## src/rtl/vq_cfg_pkg.sv

```systemverilog
package vq_cfg_pkg;

  typedef enum logic [4:0] {
    FLD_NONE, FLD_DFSEL, FLD_DFEAT, FLD_GFSEL, FLD_GFEAT,
    FLD_CFGVEC, FLD_NUMQ, FLD_STATUS, FLD_QSEL,
    FLD_QSIZE, FLD_QVEC, FLD_QEN, FLD_QNOFF,
    FLD_DESC_LO, FLD_DESC_HI, FLD_AVL_LO, FLD_AVL_HI, FLD_USED_LO, FLD_USED_HI
  } fld_e;

  localparam logic [15:0] NO_VECTOR = 16'hFFFF;

  // ring size legal: zero or a power of two, not above the device maximum
  function automatic logic size_ok(input logic [15:0] v, input int unsigned max_sz);
    return ((v & (v - 16'd1)) == 16'd0) && ({16'd0, v} <= max_sz);
  endfunction

  // vector mapping: entries inside the table are kept, all else becomes NO_VECTOR
  function automatic logic [15:0] vec_map(input logic [15:0] v, input int unsigned tbl);
    return ({16'd0, v} < tbl) ? v : NO_VECTOR;
  endfunction

  // 32-bit window onto a 64-bit feature set
  function automatic logic [31:0] feat_window(input logic [63:0] f, input logic [31:0] sel);
    case (sel)
      32'd0:   return f[31:0];
      32'd1:   return f[63:32];
      default: return 32'd0;
    endcase
  endfunction

  function automatic logic is_queue_fld(input fld_e f);
    return f inside {FLD_QSIZE, FLD_QVEC, FLD_QEN, FLD_QNOFF, FLD_DESC_LO,
                     FLD_DESC_HI, FLD_AVL_LO, FLD_AVL_HI, FLD_USED_LO, FLD_USED_HI};
  endfunction

endpackage

```

## src/rtl/vq_cfg_decode.sv

```systemverilog
module vq_cfg_decode
  import vq_cfg_pkg::*;
#(
  parameter int ADDR_W = 6
) (
  input  logic [ADDR_W-1:0] addr_i,
  input  logic [3:0]        be_i,
  output fld_e              fld_o
);

  logic [ADDR_W-3:0] dw;
  assign dw = addr_i[ADDR_W-1:2];

  // only an aligned word with exactly the field's own lanes is a match
  always_comb begin
    fld_o = FLD_NONE;
    if (addr_i[1:0] == 2'b00) begin
      case (int'(dw))
        0:  if (be_i == 4'hF) fld_o = FLD_DFSEL;
        1:  if (be_i == 4'hF) fld_o = FLD_DFEAT;
        2:  if (be_i == 4'hF) fld_o = FLD_GFSEL;
        3:  if (be_i == 4'hF) fld_o = FLD_GFEAT;
        4:  if (be_i == 4'h3) fld_o = FLD_CFGVEC;
            else if (be_i == 4'hC) fld_o = FLD_NUMQ;
        5:  if (be_i == 4'h1) fld_o = FLD_STATUS;
            else if (be_i == 4'hC) fld_o = FLD_QSEL;
        6:  if (be_i == 4'h3) fld_o = FLD_QSIZE;
            else if (be_i == 4'hC) fld_o = FLD_QVEC;
        7:  if (be_i == 4'h3) fld_o = FLD_QEN;
            else if (be_i == 4'hC) fld_o = FLD_QNOFF;
        8:  if (be_i == 4'hF) fld_o = FLD_DESC_LO;
        9:  if (be_i == 4'hF) fld_o = FLD_DESC_HI;
        10: if (be_i == 4'hF) fld_o = FLD_AVL_LO;
        11: if (be_i == 4'hF) fld_o = FLD_AVL_HI;
        12: if (be_i == 4'hF) fld_o = FLD_USED_LO;
        13: if (be_i == 4'hF) fld_o = FLD_USED_HI;
        default: fld_o = FLD_NONE;
      endcase
    end
  end

endmodule

```

## src/rtl/vq_cfg_qslot.sv

```systemverilog
module vq_cfg_qslot
  import vq_cfg_pkg::*;
#(
  parameter int unsigned MAX_QSIZE = 256,
  parameter int unsigned VEC_TABLE = 64
) (
  input  logic        clk,
  input  logic        rst_n,
  input  logic        clr_i,
  input  logic        wr_i,
  input  fld_e        fld_i,
  input  logic [31:0] wdata_i,
  output logic [15:0] size_o,
  output logic [15:0] vec_o,
  output logic        en_o,
  output logic [63:0] desc_o,
  output logic [63:0] avail_o,
  output logic [63:0] used_o
);

  localparam logic [15:0] RST_SIZE = 16'(MAX_QSIZE);

  always_ff @(posedge clk or negedge rst_n) begin
    if (!rst_n) begin
      size_o <= RST_SIZE; vec_o <= NO_VECTOR; en_o <= 1'b0;
      desc_o <= '0; avail_o <= '0; used_o <= '0;
    end else if (clr_i) begin
      size_o <= RST_SIZE; vec_o <= NO_VECTOR; en_o <= 1'b0;
      desc_o <= '0; avail_o <= '0; used_o <= '0;
    end else if (wr_i) begin
      case (fld_i)
        FLD_QSIZE:   if (size_ok(wdata_i[15:0], MAX_QSIZE)) size_o <= wdata_i[15:0];
        FLD_QVEC:    vec_o <= vec_map(wdata_i[31:16], VEC_TABLE);
        FLD_QEN:     en_o <= wdata_i[0];
        FLD_DESC_LO: desc_o[31:0]  <= wdata_i;
        FLD_DESC_HI: desc_o[63:32] <= wdata_i;
        FLD_AVL_LO:  avail_o[31:0]  <= wdata_i;
        FLD_AVL_HI:  avail_o[63:32] <= wdata_i;
        FLD_USED_LO: used_o[31:0]  <= wdata_i;
        FLD_USED_HI: used_o[63:32] <= wdata_i;
        default: ;
      endcase
    end
  end

  AST_QSIZE_LEGAL: assert property (@(posedge clk) disable iff (!rst_n)
    size_ok(size_o, MAX_QSIZE));
  AST_VEC_IN_TABLE: assert property (@(posedge clk) disable iff (!rst_n)
    ({16'd0, vec_o} < VEC_TABLE) || (vec_o == NO_VECTOR));
  AST_IDLE_SLOT_HOLDS: assert property (@(posedge clk) disable iff (!rst_n)
    (!wr_i && !clr_i) |=> $stable({size_o, vec_o, en_o, desc_o, avail_o, used_o}));

endmodule

```

## src/rtl/vq_cfg_regs.sv

```systemverilog
module vq_cfg_regs
  import vq_cfg_pkg::*;
#(
  parameter int unsigned NUM_Q        = 4,
  parameter int unsigned MAX_QSIZE    = 256,
  parameter int unsigned VEC_TABLE    = 64,
  parameter logic [63:0] DEV_FEATURES = 64'hA5A5_0F0F_1234_8001,
  parameter int          ADDR_W       = 6
) (
  input  logic                  clk,
  input  logic                  rst_n,
  input  logic [ADDR_W-1:0]     bus_addr,
  input  logic [3:0]            bus_be,
  input  logic                  bus_wr,
  input  logic                  bus_rd,
  input  logic [31:0]           bus_wdata,
  output logic [31:0]           bus_rdata,
  output logic                  bus_rvalid,
  output logic [63:0]           drv_feat_o,
  output logic [7:0]            dev_status_o,
  output logic [15:0]           cfg_vec_o,
  output logic [NUM_Q*16-1:0]   q_size_o,
  output logic [NUM_Q*16-1:0]   q_vec_o,
  output logic [NUM_Q-1:0]      q_en_o,
  output logic [NUM_Q-1:0]      q_active_o,
  output logic [NUM_Q*64-1:0]   q_desc_o,
  output logic [NUM_Q*64-1:0]   q_avail_o,
  output logic [NUM_Q*64-1:0]   q_used_o
);

  localparam int QIW = (NUM_Q > 1) ? $clog2(NUM_Q) : 1;

  fld_e        fld;
  logic [31:0] dfsel_q, gfsel_q;
  logic [15:0] qsel_q;
  logic [31:0] rd_word;

  // named events for the assertions
  logic wr_evt, q_in_range, status_clr_evt, gfeat_drop_evt, bad_access_wr;
  logic [QIW-1:0] qidx;

  logic [15:0] sz  [NUM_Q];
  logic [15:0] vec [NUM_Q];
  logic        en  [NUM_Q];
  logic [63:0] dsc [NUM_Q];
  logic [63:0] avl [NUM_Q];
  logic [63:0] usd [NUM_Q];

  vq_cfg_decode #(.ADDR_W(ADDR_W)) dec_i (
    .addr_i(bus_addr), .be_i(bus_be), .fld_o(fld)
  );

  assign wr_evt         = bus_wr && (fld != FLD_NONE);
  assign bad_access_wr  = bus_wr && (fld == FLD_NONE);
  assign q_in_range     = ({16'd0, qsel_q} < NUM_Q);
  assign qidx           = qsel_q[QIW-1:0];
  assign status_clr_evt = wr_evt && (fld == FLD_STATUS) && (bus_wdata[7:0] == 8'd0);
  assign gfeat_drop_evt = wr_evt && (fld == FLD_GFEAT) && (gfsel_q > 32'd1);

  always_ff @(posedge clk or negedge rst_n) begin
    if (!rst_n) begin
      dfsel_q <= '0; gfsel_q <= '0; drv_feat_o <= '0;
      cfg_vec_o <= NO_VECTOR; dev_status_o <= '0; qsel_q <= '0;
    end else if (wr_evt) begin
      case (fld)
        FLD_DFSEL:  dfsel_q <= bus_wdata;
        FLD_GFSEL:  gfsel_q <= bus_wdata;
        FLD_GFEAT:  if (gfsel_q == 32'd0) drv_feat_o[31:0] <= bus_wdata;
                    else if (gfsel_q == 32'd1) drv_feat_o[63:32] <= bus_wdata;
        FLD_CFGVEC: cfg_vec_o <= vec_map(bus_wdata[15:0], VEC_TABLE);
        FLD_STATUS: begin
          dev_status_o <= bus_wdata[7:0];
          if (bus_wdata[7:0] == 8'd0) begin
            dfsel_q <= '0; gfsel_q <= '0; qsel_q <= '0;
          end
        end
        FLD_QSEL:   qsel_q <= bus_wdata[31:16];
        default: ;
      endcase
    end
  end

  for (genvar i = 0; i < NUM_Q; i++) begin : g_q
    logic slot_wr;
    assign slot_wr = wr_evt && is_queue_fld(fld) && (qsel_q == 16'(i));

    vq_cfg_qslot #(.MAX_QSIZE(MAX_QSIZE), .VEC_TABLE(VEC_TABLE)) slot_i (
      .clk(clk), .rst_n(rst_n), .clr_i(status_clr_evt), .wr_i(slot_wr),
      .fld_i(fld), .wdata_i(bus_wdata),
      .size_o(sz[i]), .vec_o(vec[i]), .en_o(en[i]),
      .desc_o(dsc[i]), .avail_o(avl[i]), .used_o(usd[i])
    );

    assign q_size_o[i*16 +: 16]  = sz[i];
    assign q_vec_o[i*16 +: 16]   = vec[i];
    assign q_en_o[i]             = en[i];
    assign q_active_o[i]         = en[i] && (sz[i] != 16'd0);
    assign q_desc_o[i*64 +: 64]  = dsc[i];
    assign q_avail_o[i*64 +: 64] = avl[i];
    assign q_used_o[i*64 +: 64]  = usd[i];
  end

  always_comb begin
    rd_word = '0;
    case (fld)
      FLD_DFSEL:  rd_word = dfsel_q;
      FLD_DFEAT:  rd_word = feat_window(DEV_FEATURES, dfsel_q);
      FLD_GFSEL:  rd_word = gfsel_q;
      FLD_GFEAT:  rd_word = feat_window(drv_feat_o, gfsel_q);
      FLD_CFGVEC: rd_word = {16'd0, cfg_vec_o};
      FLD_NUMQ:   rd_word = {16'(NUM_Q), 16'd0};
      FLD_STATUS: rd_word = {24'd0, dev_status_o};
      FLD_QSEL:   rd_word = {qsel_q, 16'd0};
      default:    rd_word = '0;
    endcase
    if (is_queue_fld(fld) && q_in_range) begin
      case (fld)
        FLD_QSIZE:   rd_word = {16'd0, sz[qidx]};
        FLD_QVEC:    rd_word = {vec[qidx], 16'd0};
        FLD_QEN:     rd_word = {31'd0, en[qidx]};
        FLD_QNOFF:   rd_word = {qsel_q, 16'd0};
        FLD_DESC_LO: rd_word = dsc[qidx][31:0];
        FLD_DESC_HI: rd_word = dsc[qidx][63:32];
        FLD_AVL_LO:  rd_word = avl[qidx][31:0];
        FLD_AVL_HI:  rd_word = avl[qidx][63:32];
        FLD_USED_LO: rd_word = usd[qidx][31:0];
        FLD_USED_HI: rd_word = usd[qidx][63:32];
        default: ;
      endcase
    end
  end

  always_ff @(posedge clk or negedge rst_n) begin
    if (!rst_n) begin
      bus_rdata <= '0; bus_rvalid <= 1'b0;
    end else begin
      bus_rvalid <= bus_rd;
      bus_rdata  <= bus_rd ? rd_word : 32'd0;
    end
  end

  AST_SOFT_RESET_SELECTS: assert property (@(posedge clk) disable iff (!rst_n)
    status_clr_evt |=> (dfsel_q == 32'd0 && gfsel_q == 32'd0 && qsel_q == 16'd0));
  AST_GFEAT_DROP: assert property (@(posedge clk) disable iff (!rst_n)
    gfeat_drop_evt |=> $stable(drv_feat_o));
  AST_BAD_ACCESS_NO_EFFECT: assert property (@(posedge clk) disable iff (!rst_n)
    bad_access_wr |=> $stable({dfsel_q, gfsel_q, drv_feat_o, cfg_vec_o, dev_status_o, qsel_q}));
  AST_RVALID_FOLLOWS: assert property (@(posedge clk) disable iff (!rst_n)
    bus_rd |=> bus_rvalid);
  AST_RVALID_ONLY_AFTER_RD: assert property (@(posedge clk) disable iff (!rst_n)
    !bus_rd |=> !bus_rvalid);

endmodule

```

## config.mk

```make
export PLATFORM = sky130hd
export DESIGN_NAME = vq_cfg_regs
export DESIGN_NICKNAME = d
export VERILOG_FILES = /design/src/rtl/vq_cfg_pkg.sv /design/src/rtl/vq_cfg_decode.sv /design/src/rtl/vq_cfg_qslot.sv /design/src/rtl/vq_cfg_regs.sv
export SDC_FILE = /design/constraint.sdc
export NUM_CORES = 2
export LEC_CHECK = 0
export BUFFER_PORTS_ARGS = -buffer_cell sky130_fd_sc_hd__buf_2
export CELL_PAD_IN_SITES_DETAIL_PLACEMENT = 0
export CELL_PAD_IN_SITES_GLOBAL_PLACEMENT = 1
export CORE_AREA = 2 2 416 418
export CTS_CLUSTER_DIAMETER = 40
export DETAILED_ROUTE_END_ITERATION = 10
export DIE_AREA = 0 0 418 420
export PLACE_DENSITY = 0.68
export SYNTH_ARGS = -nofsm -noshare
export SYNTH_HDL_FRONTEND = slang
export SYNTH_SLANG_ARGS = --single-unit
```

## constraint.sdc

```tcl
create_clock -name clk -period 2.9 [get_ports clk]
set_input_delay 0.145 -clock clk [delete_from_list [all_inputs] [get_ports clk]]
set_output_delay 0.145 -clock clk [all_outputs]
set_load 0.02 [all_outputs]
```

==> impl_metrics.csv <==
group,metric,value,unit
routing,vias,46300,
synth,synth_ff_type,"dfrtp_1",
synth,synthCells,4279,
floorplan,dieArea,176000,um2
timing,final.setup.worst_slack,-152,ps
clock_network,htreeDepth,4,
routing,drt_iter0_markers,4425,
clock_network,clock_path_buffers,3,
timing,rsz0062_at_grt,"yes",
critical_path,r2r_start,"qsel_q[0]",
floorplan,start_util,30.9,%
synth,yosys_warnings,0,
layout,nets,5897,
floorplan,dieHeight,420,um
hold_path,worstHoldStart,"bus_addr[0]",
critical_path,critPathKind,"in2reg",
routing,drc,0,
critical_path,crit_required,3630,ps
global_route,grtUsageTotal,30.6,%
clock_network,cts_buffers,188,
clock_network,root_buffer,"clkbuf_16",
synth,async_flop_share,100,%
floorplan,ios,1071,
pwr,peakVddDrop,0.621,mV
floorplan,num_rows,152,
outcome,status,"finished, violations left",
pwr,leakagePower,36.5,nW
critical_path,end_kind,"flop",
clock_network,cts.sinks,1101,
timing,worstMarginPinSlew,1190,ps
timing,final.min_clock_period,3050,ps
layout,layout_commonest_cell,"buf_2",
global_route,grt_overflow,0,
critical_path,cp-startpoint,"bus_wdata[3]",
clock_network,cts_tree,"done",
clock_network,insertion_delay,860,ps
place,port_buffers,1070,
global_route,grt_start_max_net_pins,91,
routing,ant_nets,0,
routing,wire_per_inst,33.7,um
layout,synthToLayoutAreaGrowth,40.5,%
timing,min_period_over_period,105,%
synth,syn_area,52800,um2
critical_path,cp.arrival,3780,ps
pwr,power.density,546,nW/um2
global_route,antenna_found_initial,21,
synth,postSynthNetCount,4325,
pwr,power.total,40.5,mW
place,place_ws,-710,ps
job,drv_cap,0,
global_route,grt_pass1_vias,45100,
synth,synth_edf_count,0,
timing,max_freq,0.328,GHz
synth,avgSynthCellArea,12.3,um2
timing,max_slew_margin,20.3,%
global_route,grt_pass1_wl,377,mm
layout,fin_util,43.4,%
synth,ys_ff_latch,1101,
timing,finalHoldViolCount,0,
clock_network,clk_pin_slew,50,ps
synth,ys_types,86,
synth,seq_area_frac_synth,52.4,%
critical_path,crit_fanout,11,
timing,finClkSkew,38.1,ps
timing,slew_viol_final,0,
routing,first_pass_iters,6,
hold_path,hold_class,"in2reg",
outcome,violations,"setup timing",
critical_path,worst_setup_path_start_kind,"input pin",
floorplan,core,171000,um2
floorplan,die_w,418,um
place,place.gp.congestion,0.980,
routing,wirelength,278,mm
routing,viasPerCell,5.61,
place,hpwl,209,mm
timing,report.final.setup_viol,96,
layout,drive_above_1_share,44.6,%
layout,mostFrequentLayoutCells,"buf_2 (1069), dfrtp_1 (1014), nor2_1 (597), mux2i_1 (565), buf_4 (474)",
-- cell type report --
cell class              count  area (um2)
diodes                      3        7.51
clock buffers             231        5150
clock inverters           122        1650
fillers                 16000       96800
inverters                  10        37.5
multi-input cells        2754       23500
flip-flops and latches   1101       27700
well taps                2233        2790
repair buffers           1796       13300
-- logic make-up (layout without fill, tap and decap cells) --
| group | count (synthesis) | in the layout | synth area share [%] |
|---|---|---|---|
| other cells | 0 | 3 | 0 |
| buf+inv | 424 | 2159 | 4.23 |
| compound gates | 642 | 642 | 8.85 |
| xor+xnor | 1 | 1 | 0.0166 |
| simple gates | 1126 | 1126 | 9.87 |
| fa+ha+maj | 1 | 1 | 0.0190 |
| flops | 1101 | 1101 | 52.4 |
| mux | 984 | 984 | 24.6 |
-- worst paths after layout --
| path | to | slack [ps] | cells after the start |
|---|---|---|---|
| min in group asynchronous | g_q[1].slot_i.used_o[52] | 260 | 3 |
| worst max register to register | bus_rdata[5] | 30 | 9 |
| worst max-delay path | g_q[2].slot_i.size_o[4] | -150 | 12 |
| max in group asynchronous | g_q[0].slot_i.used_o[20] | 1870 | 3 |
| worst min register to register | drv_feat_o[20] | 520 | 1 |
| worst min-delay path | g_q[0].slot_i.en_o | 160 | 6 |
-- Yosys cell counts, types with 6 or more instances --
cell / count / area [um2]
buf_1: 31 / 116
nor2_4: 20 / 225
buf_4: 30 / 225
a2111oi_0: 11 / 96.3
buf_6: 51 / 574
a31oi_1: 11 / 68.8
clkbuf_1: 209 / 785
a22o_1: 168 / 1470
nor3_1: 36 / 180
and2_1: 36 / 225
nor4_1: 40 / 250
nor3_2: 9 / 90.1
nor3_4: 16 / 260
a41o_1: 8 / 80.1
nand2_1: 276 / 1040
buf_2: 91 / 455
o2111ai_1: 10 / 87.6
o21ai_0: 107 / 536
o21a_1: 31 / 233
nor2_1: 600 / 2250
mux2i_1: 571 / 5720
nand3_1: 14 / 70.1
a32oi_1: 8 / 70.1
a22oi_1: 18 / 135
mux4_2: 225 / 5070
o2bb2ai_1: 6 / 52.6
mux2_1: 84 / 946
inv_1: 10 / 37.5
dfstp_2: 84 / 2210
mux2_2: 77 / 867
nor2_2: 10 / 62.6
a221oi_1: 47 / 412
or2_2: 9 / 56.3
a221o_1: 18 / 180
nand4_1: 18 / 113
dfrtp_1: 1017 / 25400
mux2_4: 27 / 405
a21oi_1: 146 / 731
and3_1: 12 / 75.1
-- stage by stage --
stage                     hold slack, ps  cells  area, um2  setup TNS, ps
after detailed placement             240   7807      65700        -257380
after floorplan                     -151   4279      52800              0
after CTS                           89.1   8213      73400           -104
after global routing                 137   8248      74200          -1760
final                                159   8250      74200          -5720
after global placement               241   7807      65700        -265100
-- power breakdown --
part / leakage [nW] / switching, mW / internal [mW]
Clock: 3.31 / 8.84 / 15.1
Combinational: 18.2 / 0.943 / 0.283
Sequential: 15.1 / 0.00736 / 15.4
Total: 36.5 / 9.79 / 30.7
-- routing by layer --
layer  routed length [um]  GRT usage [%]
met1               112000           40.2
met2               129000           48.0
met5                   79              0
met3                21100           6.60
met4                16700           14.7
-- registers in the layout, summed over array words and instances (netlist names), 64 cells and up --
signal,cells
g_q.slot_i.used_o,256
drv_feat_o,64
g_q.slot_i.avail_o,256
g_q.slot_i.desc_o,256
g_q.slot_i.vec_o,64
g_q.slot_i.size_o,64
-- critical path: stages --
cell	delay, ps
dlygate4sd3_1	530
buf_2	140
nor4_1	710
buf_4	260
nand3_1	160
or2_1	310
nor2_4	680
buf_4	260
nor2_1	60
buf_4	170
buf_4	160
a22o_1	180
-- what timing repair did --
action                      CTS  global route
gates resized for setup      76            76
hold buffers                 36             0
hold endpoints to repair   1150             0
cloned                        3            10
buffers inserted             16            27
setup endpoints to repair   676           546
pin swaps                    16            37
(Power assumes the default switching activity.)
